**src/rtl/trap_pkg.sv**
```systemverilog
package trap_pkg;

  localparam int NKIND     = 7;
  localparam int KW        = $clog2(NKIND);
  localparam int MODE_W    = 5;
  localparam int FMASK_BIT = 6;
  localparam int IMASK_BIT = 7;
  localparam int SLOT_W    = 3;

  // Enumeration order is the priority order, highest first.
  typedef enum logic [KW-1:0] {
    K_RESET = 3'd0,
    K_DABT  = 3'd1,
    K_FIQ   = 3'd2,
    K_IRQ   = 3'd3,
    K_PABT  = 3'd4,
    K_SWI   = 3'd5,
    K_UNDEF = 3'd6
  } kind_e;

  typedef enum logic [MODE_W-1:0] {
    M_USER = 5'h10,
    M_FAST = 5'h11,
    M_NORM = 5'h12,
    M_SUPV = 5'h13,
    M_ABRT = 5'h17,
    M_UNDF = 5'h1B,
    M_SYST = 5'h1F
  } mode_e;

  function automatic logic [MODE_W-1:0] kind_to_mode(input kind_e k);
    case (k)
      K_RESET, K_SWI: return M_SUPV;
      K_DABT, K_PABT: return M_ABRT;
      K_FIQ:          return M_FAST;
      K_IRQ:          return M_NORM;
      default:        return M_UNDF;
    endcase
  endfunction

  // Word slot of each kind in the vector table.
  function automatic logic [SLOT_W-1:0] kind_to_slot(input kind_e k);
    case (k)
      K_RESET: return 3'd0;
      K_UNDEF: return 3'd1;
      K_SWI:   return 3'd2;
      K_PABT:  return 3'd3;
      K_DABT:  return 3'd4;
      K_IRQ:   return 3'd6;
      default: return 3'd7;
    endcase
  endfunction

  function automatic logic mode_has_saved(input logic [MODE_W-1:0] m);
    return (m == M_FAST) || (m == M_NORM) || (m == M_SUPV) ||
           (m == M_ABRT) || (m == M_UNDF);
  endfunction

  function automatic logic mode_is_priv(input logic [MODE_W-1:0] m);
    return m != M_USER;
  endfunction

endpackage

```
**src/rtl/trap_req_filter.sv**
```systemverilog
module trap_req_filter
  import trap_pkg::*;
#(
  parameter int N = NKIND
) (
  input  logic [N-1:0] raw,
  input  logic         imask,
  input  logic         fmask,
  output logic [N-1:0] eligible
);

  always_comb begin
    eligible                = raw;
    eligible[int'(K_IRQ)]   = raw[int'(K_IRQ)] & ~imask;
    eligible[int'(K_FIQ)]   = raw[int'(K_FIQ)] & ~fmask;
  end

endmodule

```
**src/rtl/trap_prio_arb.sv**
```systemverilog
module trap_prio_arb #(
  parameter  int N  = 7,
  localparam int IW = $clog2(N)
) (
  input  logic [N-1:0]  req,
  output logic [N-1:0]  grant,
  output logic          any,
  output logic [IW-1:0] idx
);

  logic [N:0] blocked;
  assign blocked[0] = 1'b0;

  for (genvar i = 0; i < N; i++) begin : g_rank
    assign grant[i]     = req[i] & ~blocked[i];
    assign blocked[i+1] = blocked[i] | req[i];
  end

  assign any = blocked[N];

  always_comb begin
    idx = '0;
    for (int i = 0; i < N; i++) begin
      if (grant[i]) idx = IW'(i);
    end
  end

endmodule

```
**src/rtl/trap_update_calc.sv**
```systemverilog
module trap_update_calc
  import trap_pkg::*;
#(
  parameter int                  XLEN      = 32,
  parameter logic [XLEN-1:0]     VEC_BASE  = '0,
  parameter logic [NKIND*8-1:0]  BACK_PACK = '0
) (
  input  logic              take,
  input  logic [KW-1:0]     kind,
  input  logic              do_ret,
  input  logic              do_wr,
  input  logic [XLEN-1:0]   stat_cur,
  input  logic [XLEN-1:0]   pc_cur,
  input  logic [XLEN-1:0]   saved_cur,
  input  logic [XLEN-1:0]   link_cur,
  input  logic [XLEN-1:0]   swr_data,
  output logic [XLEN-1:0]   stat_d,
  output logic              stat_we_d,
  output logic [XLEN-1:0]   save_d,
  output logic              save_we_d,
  output logic [MODE_W-1:0] save_mode_d,
  output logic [XLEN-1:0]   link_d,
  output logic              link_we_d,
  output logic [MODE_W-1:0] link_mode_d,
  output logic [XLEN-1:0]   pc_d,
  output logic              pc_we_d
);

  localparam int FLAG_LSB = XLEN - 4;

  logic [7:0] back_tbl [NKIND];
  for (genvar k = 0; k < NKIND; k++) begin : g_back
    assign back_tbl[k] = BACK_PACK[k*8 +: 8];
  end

  function automatic logic [XLEN-1:0] entry_status(input logic [XLEN-1:0] s,
                                                   input logic [MODE_W-1:0] m);
    logic [XLEN-1:0] r;
    r              = s;
    r[IMASK_BIT]   = 1'b1;
    r[FMASK_BIT]   = 1'b1;
    r[MODE_W-1:0]  = m;
    return r;
  endfunction

  function automatic logic [XLEN-1:0] return_address(input logic [XLEN-1:0] pc,
                                                     input logic [7:0] back);
    return pc - XLEN'(back);
  endfunction

  function automatic logic [XLEN-1:0] vector_address(input logic [SLOT_W-1:0] slot);
    return VEC_BASE + XLEN'({slot, 2'b00});
  endfunction

  function automatic logic [XLEN-1:0] user_write(input logic [XLEN-1:0] s,
                                                 input logic [XLEN-1:0] w);
    logic [XLEN-1:0] r;
    r                      = s;
    r[XLEN-1:FLAG_LSB]     = w[XLEN-1:FLAG_LSB];
    return r;
  endfunction

  logic [MODE_W-1:0] tgt_mode;
  kind_e             kind_k;

  always_comb begin
    kind_k      = kind_e'(kind);
    tgt_mode    = kind_to_mode(kind_k);
    stat_d      = '0;
    stat_we_d   = 1'b0;
    save_d      = '0;
    save_we_d   = 1'b0;
    save_mode_d = '0;
    link_d      = '0;
    link_we_d   = 1'b0;
    link_mode_d = '0;
    pc_d        = '0;
    pc_we_d     = 1'b0;
    if (take) begin
      save_d      = stat_cur;
      save_we_d   = 1'b1;
      save_mode_d = tgt_mode;
      stat_d      = entry_status(stat_cur, tgt_mode);
      stat_we_d   = 1'b1;
      link_d      = return_address(pc_cur, back_tbl[kind]);
      link_we_d   = 1'b1;
      link_mode_d = tgt_mode;
      pc_d        = vector_address(kind_to_slot(kind_k));
      pc_we_d     = 1'b1;
    end else if (do_ret) begin
      stat_d      = saved_cur;
      stat_we_d   = 1'b1;
      pc_d        = link_cur;
      pc_we_d     = 1'b1;
    end else if (do_wr) begin
      stat_d      = mode_is_priv(stat_cur[MODE_W-1:0]) ? swr_data
                                                       : user_write(stat_cur, swr_data);
      stat_we_d   = 1'b1;
    end
  end

endmodule

```
**src/rtl/trap_entry_ctrl.sv**
```systemverilog
module trap_entry_ctrl
  import trap_pkg::*;
#(
  parameter int              XLEN       = 32,
  parameter logic [XLEN-1:0] VEC_BASE   = '0,
  parameter int              BACK_RESET = 0,
  parameter int              BACK_DABT  = 8,
  parameter int              BACK_FIQ   = 4,
  parameter int              BACK_IRQ   = 4,
  parameter int              BACK_PABT  = 4,
  parameter int              BACK_SWI   = 4,
  parameter int              BACK_UNDEF = 4
) (
  input  logic              clk,
  input  logic              rst_n,
  input  logic [NKIND-1:0]  exc_req,
  input  logic [XLEN-1:0]   stat_cur,
  input  logic [XLEN-1:0]   pc_cur,
  input  logic [XLEN-1:0]   saved_cur,
  input  logic [XLEN-1:0]   link_cur,
  input  logic              ret_req,
  input  logic              swr_req,
  input  logic [XLEN-1:0]   swr_data,
  output logic [XLEN-1:0]   stat_nxt,
  output logic              stat_we,
  output logic [XLEN-1:0]   save_stat,
  output logic              save_we,
  output logic [MODE_W-1:0] save_mode,
  output logic [XLEN-1:0]   link_val,
  output logic              link_we,
  output logic [MODE_W-1:0] link_mode,
  output logic [XLEN-1:0]   pc_nxt,
  output logic              pc_we,
  output logic [NKIND-1:0]  taken,
  output logic              done
);

  // Offsets packed in kind order, kind 0 in the low byte.
  localparam logic [NKIND*8-1:0] BACK_PACK = {
    8'(BACK_UNDEF), 8'(BACK_SWI), 8'(BACK_PABT), 8'(BACK_IRQ),
    8'(BACK_FIQ),   8'(BACK_DABT), 8'(BACK_RESET)
  };

  // Named internal events, observed by the bound checker.
  logic [NKIND-1:0]  eligible_w;
  logic [NKIND-1:0]  grant_w;
  logic              take_w;
  logic [KW-1:0]     kind_idx_w;
  logic [MODE_W-1:0] cur_mode_w;
  logic              ret_ok_w;
  logic              wr_ok_w;

  assign cur_mode_w = stat_cur[MODE_W-1:0];

  trap_req_filter #(.N(NKIND)) u_filt (
    .raw      (exc_req),
    .imask    (stat_cur[IMASK_BIT]),
    .fmask    (stat_cur[FMASK_BIT]),
    .eligible (eligible_w)
  );

  trap_prio_arb #(.N(NKIND)) u_arb (
    .req   (eligible_w),
    .grant (grant_w),
    .any   (take_w),
    .idx   (kind_idx_w)
  );

  assign ret_ok_w = ret_req & ~take_w & mode_has_saved(cur_mode_w);
  assign wr_ok_w  = swr_req & ~take_w & ~ret_ok_w;

  logic [XLEN-1:0]   stat_d, save_d, link_d, pc_d;
  logic              stat_we_d, save_we_d, link_we_d, pc_we_d;
  logic [MODE_W-1:0] save_mode_d, link_mode_d;

  trap_update_calc #(
    .XLEN      (XLEN),
    .VEC_BASE  (VEC_BASE),
    .BACK_PACK (BACK_PACK)
  ) u_calc (
    .take        (take_w),
    .kind        (kind_idx_w),
    .do_ret      (ret_ok_w),
    .do_wr       (wr_ok_w),
    .stat_cur    (stat_cur),
    .pc_cur      (pc_cur),
    .saved_cur   (saved_cur),
    .link_cur    (link_cur),
    .swr_data    (swr_data),
    .stat_d      (stat_d),
    .stat_we_d   (stat_we_d),
    .save_d      (save_d),
    .save_we_d   (save_we_d),
    .save_mode_d (save_mode_d),
    .link_d      (link_d),
    .link_we_d   (link_we_d),
    .link_mode_d (link_mode_d),
    .pc_d        (pc_d),
    .pc_we_d     (pc_we_d)
  );

  always_ff @(posedge clk or negedge rst_n) begin
    if (!rst_n) begin
      stat_nxt  <= '0;
      stat_we   <= 1'b0;
      save_stat <= '0;
      save_we   <= 1'b0;
      save_mode <= '0;
      link_val  <= '0;
      link_we   <= 1'b0;
      link_mode <= '0;
      pc_nxt    <= '0;
      pc_we     <= 1'b0;
      taken     <= '0;
      done      <= 1'b0;
    end else begin
      stat_nxt  <= stat_d;
      stat_we   <= stat_we_d;
      save_stat <= save_d;
      save_we   <= save_we_d;
      save_mode <= save_mode_d;
      link_val  <= link_d;
      link_we   <= link_we_d;
      link_mode <= link_mode_d;
      pc_nxt    <= pc_d;
      pc_we     <= pc_we_d;
      taken     <= grant_w;
      done      <= take_w | ret_ok_w | wr_ok_w;
    end
  end

endmodule

```
**config.mk**
```make
export PLATFORM = sky130hd
export DESIGN_NAME = trap_entry_ctrl
export DESIGN_NICKNAME = d
export VERILOG_FILES = /design/src/rtl/trap_pkg.sv /design/src/rtl/trap_req_filter.sv /design/src/rtl/trap_prio_arb.sv /design/src/rtl/trap_update_calc.sv /design/src/rtl/trap_entry_ctrl.sv
export SDC_FILE = /design/constraint.sdc
export NUM_CORES = 1
export LEC_CHECK = 0
export ABC_AREA = 0
export CORE_ASPECT_RATIO = 1.1
export CORE_MARGIN = 2
export CORE_UTILIZATION = 25
export CTS_BUF_LIST = sky130_fd_sc_hd__clkbuf_8
export CTS_CLUSTER_SIZE = 14
export DETAILED_ROUTE_END_ITERATION = 16
export GPL_TIMING_DRIVEN = 1
export HOLD_SLACK_MARGIN = 0.08
export SETUP_SLACK_MARGIN = 0.4
export SYNTH_ARGS = -nofsm -noshare
export SYNTH_HDL_FRONTEND = slang
export SYNTH_SLANG_ARGS = --single-unit
```
**constraint.sdc**
```tcl
create_clock -name clk -period 0.8 [get_ports clk]
set_input_delay 0.16 -clock clk [delete_from_list [all_inputs] [get_ports clk]]
set_output_delay 0.16 -clock clk [all_outputs]
set_load 0.02 [all_outputs]
```
==> key figures, run 1 <==
Status
  • Status: complete, but fails checks
  • Failing checks: hold timing, setup timing

Floorplan
  • Io pins: 321
  • Total core area: 23000 um^2
  • Die width: 150.2 um
  • Floorplan row count: 58
  • Die Height: 164.8 um
  • Die area: 24750 um^2
  • Initial core utilization: 25.54%

Worst setup path
  • Worst Setup Start Kind: input pin
  • CP Class: input pin to register
  • Crit end category: register
  • Req. time, crit path: 1.17 ns
  • Worst-path maximum fanout: 7
  • Crit path from: stat_cur[7]
  • Data arrival, critical path: 2.08 ns

Placement
  • Inst Count DP: 1156
  • Routability cong.: 0.8539
  • DP HPWL: 16010 um
  • Buffers on Ports: 320
  • DP Worst Slack: -1.714 ns

CTS
  • CTS Root Cell: clkbuf_8
  • Sink Count: 143
  • Htree depth: 4
  • CTS tree: built
  • Num CTS Buffers: 17
  • Clock Tree Buf Depth: 2
  • Clock transition at path regs: 0.10 ns

Final layout
  • # fillers: 2013
  • Area Overhead vs Synth: 112.3%
  • Share of cells above drive strength 1: 53.66%
  • Cell Count, Final, Fillers Out: 1256
  • Nets: 1117
  • Ant. Diodes: 0

Synth
  • Syn Std Cell Area: 5876 um^2
  • Syn Nets: 642
  • Most used DFF post-synth: dfrtp_1
  • Seq cells post-synth: 143
  • Post-synth top area cell: dfrtp_1
  • Top cell type's share of synthesized area: 60.90%
  • Sequential area share after synthesis: 60.90%
  • Ys async rst share: 100.0%
  • Syn Area/Cell: 12.55 um^2
  • Synth unique cells: 50
  • Post-Syn Instances: 468
  • Synth area leaders: dfrtp_1 (61%), and2_1 (7.1%), a221o_1 (4.9%)
  • Number of enable flip-flop cells after synthesis: 0
  • Warnings from Yosys: 0

Route
  • Routed WL: 24360 um
  • Antenna Violating Nets Remaining: 0
  • Detailed Route Iter0 Violations: 198
  • DR vias/cell: 4.550
  • TritonRoute pass-1 iters: 4
  • Drt wl/cell: 19.40 um
  • Vias: 5715
  • Post-route DRC: 0

Run
  • Max-cap violations: 0

STA
  • Max Fclk: 586.5 MHz
  • Fin Hold WS: -0.4531 ns
  • Final Hold Vio Count: 146
  • # setup viols final: 284
  • Fin crit share: 213.1%
  • Final WS setup: -0.9049 ns
  • Actual slew at the worst max-slew pin: 0.3618 ns
  • RSZ-0062 raised after global routing: true
  • Final-report max-slew violation count: 0
  • Slew headroom: 75.66%
  • Min Tclk post-route: 1.705 ns
  • Setup tns final: -125.41 ns

Pwr
  • Cell Pwr Density: 1398 nW/um^2
  • Lkg Pwr: 0.005611 uW
  • Max rail drop VDD: 0.9842 mV
  • Design Power: 17440 uW

GRT
  • First-pass GRT wire length: 35120 um
  • Vias in the first global route: 5894
  • Initial antenna violation count: 2
  • Largest net degree at the start of global routing: 38
  • GRT Util Overall: 19.29%
  • Grt ovf: 0

Worst hold path
  • HP Class: input pin to asynchronous set/reset pin
## synth_stat cells (4+ instances only)
library cell / count
dfrtp_1: 143
and2_1: 67
a221o_1: 29
mux2_2: 21
a21oi_1: 17
nor2_1: 15
clkbuf_1: 14
nand2_1: 14
nand2b_1: 11
o31ai_1: 11
or4_1: 11
inv_1: 8
buf_2: 7
buf_4: 7
mux2i_1: 7
nor3_1: 7
nor4_1: 7
or3_1: 7
o21ai_0: 6
nand3_1: 5
nor2b_1: 4
o211ai_1: 4
xnor2_1: 4
## final timing paths
check,endpoint,slack [ns]
max in group asynchronous,link_mode[4]$_DFF_PN0_,0.74
min in group clk,save_stat[1]$_DFF_PN0_,-0.03
min,pc_nxt[13]$_DFF_PN0_,-0.45
max,link_val[12]$_DFF_PN0_,-0.90
## cells by family (layout without fill, tap and decap cells)
family / Yosys count / in the layout / synth area share (%)
multiplexers: 28 / 28 / 5.217
AND/OR/NAND/NOR: 169 / 170 / 17.70
flip-flops: 143 / 143 / 60.90
AO/OA/AOI/OAI: 78 / 78 / 10.58
XOR/XNOR: 7 / 7 / 1.043
adder cells (fa/ha/maj): 3 / 3 / 0.7666
buffers and inverters: 40 / 527 / 3.790
## metrics by stage
stage | cell area (um^2) | util, %
2_1_floorplan | 6315 | -
3_3_place_gp | 10410 | 45.25
3_5_place_dp | 10410 | 45.25
4_1_cts | 12150 | 52.82
5_1_grt | 12470 | 54.22
6_report | 12470 | 54.22
## critical path: stages
cell and delay [ns]:
buf_6 0.09, nand2b_4 0.14, a311oi_4 0.33, ha_2 0.27, fa_2 0.26, nand3_4 0.14, buf_6 0.15, or4_1 0.39
a21oi_1 0.13
## timing repair
action,4_1_cts,5_1_grt
gates cloned,15,0
setup buffers,40,13
endpoints found under the hold margin,155,155
endpoints found under the setup margin,293,290
pin swaps,53,26
gates resized for setup,1086,54
## registers in the layout, indices dropped and copies added (netlist names)
register / count
stat_nxt: 32
stat_we: 1
taken: 7
pc_we: 1
done: 1
link_mode: 5
save_stat: 32
link_val: 32
pc_nxt: 32
## routing by layer
metal | vias to the layer above | share of wire [%] | GRT usage, %
met5 | - | 0.078 | 0
met2 | 225 | 52 | 34.54
li1 | 2640 | - | -
met1 | 2822 | 38 | 22.27
met3 | 24 | 8.1 | 6.354
met4 | 4 | 1.4 | 4.545
## cell type report
| type | count | area (um^2) | area share (%) |
|---|---|---|---|
| clock inverters | 15 | 163.9 | 1.314 |
| multi-input cells | 286 | 2755 | 22.09 |
| clock buffers | 17 | 234.0 | 1.876 |
| repair buffers | 487 | 5323 | 42.67 |
| flip-flops and latches | 143 | 3585 | 28.74 |
| inverters | 8 | 37.54 | 0.3009 |
| well taps | 300 | 375.4 | 3.009 |
## power by group
group / internal [uW] / switching [uW]
logic: 2250 / 1540
registers: 7530 / 165
clock network: 2620 / 3330
total: 12400 / 5030
## cells in the final DEF (no fill, tap or decap), types with 6 or more instances in the layout
cell type,count
mux2_4,21
buf_16,13
clkdlybuf4s50_1,147
o31ai_1,6
nor2_1,8
nand2_1,14
inv_6,6
clkbuf_8,17
nand2b_4,6
or4_4,9
buf_6,203
a21oi_2,11
buf_2,7
inv_1,6
buf_4,88
and2_1,23
a221o_1,29
dfrtp_1,138
and2_4,44
buf_12,19
nor4_4,6
or3_1,6
a21oi_1,6
Note: power is estimated with default switching activity, not from simulation.
==> inputs of run 2 (changes only) <==
- CTS_BUF_LIST: sky130_fd_sc_hd__clkbuf_8 -> not set
- REMOVE_ABC_BUFFERS: not set -> 1
==> run 2 against run 1 <==
Against the previous run: the flow still finishes with violations (hold timing, setup timing); sequential share of layout area shrank 0.37 points; count of clock-buffer cells in the layout is the same; combinational power shrank 1%; via count shrank 0.65%; global-route usage shrank 1.0 points; routed wire length shrank 2.7%; non-clock buffer count grew 2.
==> key figures, run 2 (synthesized netlist as in run 1, its figures left out) <==
Placement
  • Routability cong.: 0.7852 (-8.0%)
  • DP HPWL: 15700 um (-2.0%)
  • Post-DP Area: 10090 um^2 (-3.0%)
  • Buffers on Ports: 320 (unchanged)

CTS
  • CTS tree: built
  • Num CTS Buffers: 17 (unchanged)
  • Clock Tree Buf Depth: 2 (unchanged)
  • Htree depth: 4 (unchanged)
  • Clock transition at path regs: 0.07 ns (-0.03 ns)
  • Sink Count: 143 (unchanged)
  • CTS Root Cell: clkbuf_16

Run
  • Max-cap violations: 0 (unchanged)

Worst setup path
  • Max incr delay on CP: 0.47 ns (+0.08 ns)
  • CP Depth: 10 (+1)
  • Crit path from: stat_cur[7]
  • CP max-delay cell: or4_4
  • Req. time, crit path: 1.14 ns (-0.03 ns)
  • Crit end category: register
  • Crit-path most repeated cell: buf_6
  • Family with the most delay on the worst path: simple AND/OR/NAND/NOR gates
  • Data arrival, critical path: 2.14 ns (+0.06 ns)
  • Worst-path maximum fanout: 6 (-1)
  • CP Class: input pin to register
  • Buf+Inv Stages, Crit Path: 3 (+1)
  • Worst-path cell chain: buf_6, nand2b_4, a311oi_2, ha_2, fa_2, nand3_2, buf_6, buf_12, or4_4, a21oi_2
  • Worst Setup Start Kind: input pin

Floorplan
  • Die Height: 164.8 um (unchanged)
  • Die width: 150.2 um (unchanged)
  • Io pins: 321 (unchanged)
  • Floorplan row count: 58 (unchanged)
  • Initial core utilization: 25.54% (unchanged)
  • Total core area: 23000 um^2 (unchanged)
  • Die area: 24750 um^2 (unchanged)

Worst hold path
  • HP Class: input pin to asynchronous set/reset pin

Route
  • Post-route DRC: 0 (unchanged)
  • Antenna Violating Nets Remaining: 0 (unchanged)
  • DR vias/cell: 4.510 (-0.88%)
  • Detailed Route Iter0 Violations: 160 (-19%)
  • TritonRoute pass-1 iters: 4 (unchanged)
  • Vias: 5678 (-0.65%)
  • Drt wl/cell: 18.83 um (-2.9%)
  • Routed WL: 23710 um (-2.7%)

STA
  • Final-report max-slew violation count: 0 (unchanged)
  • Actual slew at the worst max-slew pin: 0.4279 ns (+0.06609 ns)
  • Min Tclk post-route: 1.800 ns (+0.09467 ns)
  • Final Hold Vio Count: 144 (-1.4%)
  • RSZ-0062 raised after global routing: true
  • Fin Hold WS: -0.4029 ns (+0.05024 ns)
  • Slew headroom: 71.21% (-4.4 points)
  • Final WS setup: -0.9996 ns (-0.09467 ns)
  • Max Fclk: 555.7 MHz (-5.3%)
  • # setup viols final: 282 (-0.70%)
  • Fin crit share: 224.9% (+12 points)

GRT
  • First-pass GRT wire length: 33810 um (-3.7%)
  • Vias in the first global route: 5830 (-1.1%)
  • GRT Util Overall: 18.28% (-1.0 points)
  • Largest net degree at the start of global routing: 42 (+11%)
  • Initial antenna violation count: 4 (+2)
  • Grt ovf: 0 (unchanged)

Pwr
  • Cell Pwr Density: 1556 nW/um^2 (+11%)
  • Lkg Pwr: 0.005679 uW (+1.2%)
  • Design Power: 19630 uW (+13%)
  • Max rail drop VDD: 1.180 mV (+20%)

Final layout
  • Area Overhead vs Synth: 114.7%
  • Share of cells above drive strength 1: 54.13% (+0.47 points)
  • # fillers: 1943 (-3.5%)
  • Nets: 1118 (+0.090%)
  • Most frequent cells in the layout: buf_6 (213), clkdlybuf4s50_1 (151), dfrtp_1 (143)
  • Post-route cell area: 12610 um^2 (+1.1%)
  • Area of the multi-input gates: 2640 um^2 (-4.2%)
  • Seq. cell area: 3578 um^2 (-0.17%)
  • Commonest non-fill, non-tap cell in the layout: buf_6

Status
  • Failing checks: hold timing, setup timing
  • Status: complete, but fails checks
==> run 2: cell types whose count changed in the layout (fill, tap and decap cells not counted), sizes merged, moves of 2 or more <==
cell / previous run / this run
buf: 333 / 328
clkbuf: 17 / 20
clkdlybuf4s50: 147 / 151
clkinv: 2 / 5
diode: 0 / 2
inv: 18 / 15
==> run 2: layer usage <==
layer | track usage [%] | share of wire (%) | vias to the layer above
met5 | 0 | 0.089 | -
met4 | 4.374 | 1.1 | 4
met3 | 6.381 | 7.8 | 19
met2 | 32.84 | 53 | 222
met1 | 20.76 | 38 | 2782
li1 | - | - | 2651
==> run 2: path summary, 6_finish.rpt <==
check	to	slack, ns
max in group asynchronous	link_mode[0]$_DFF_PN0_	0.71
min in group clk	save_stat[2]$_DFF_PN0_	-0.01
max	link_val[22]$_DFF_PN0_	-1.0
min	pc_nxt[20]$_DFF_PN0_	-0.40
==> run 2: report_power, final <==
group / internal (uW) / leakage (uW) / switching (uW) / total, uW
combinational: 2240 / 0.00365 / 1510 / 3750
sequential: 7540 / 0.00173 / 164 / 7700
clock: 4710 / 0.000295 / 3450 / 8170
==> run 2: area by class of cell <==
| class | instances | area share [%] |
|---|---|---|
| clock inverter | 15 | 1.399 |
| timing repair buffer | 489 | 42.62 |
| tap | 300 | 2.976 |
| antenna | 2 | 0.03968 |
| sequential | 143 | 28.37 |
| clock buffer | 17 | 3.373 |
| multi-input combinational | 285 | 20.93 |
| inverter | 8 | 0.2976 |
==> run 2: through the flow <==
stage	worst slack, ns	utilization, %	cells	setup TNS (ns)
floorplan	-2.906	-	436	-262.16
global placement	-1.885	43.88	1150	-232.37
detailed placement	-1.946	43.88	1150	-235.00
CTS	-1.021	52.42	1230	-116.31
global route	-1.008	54.82	1258	-136.25
finish	-0.9996	54.83	1259	-124.59
==> run 2: timing repair <==
item                                    in CTS  in global routing
resized for setup                         1111                 68
cloned                                      10                  3
endpoints found under the setup margin     293                291
setup buffers                               38                 24
endpoints found under the hold margin      149                149
pin swaps                                   67                 46
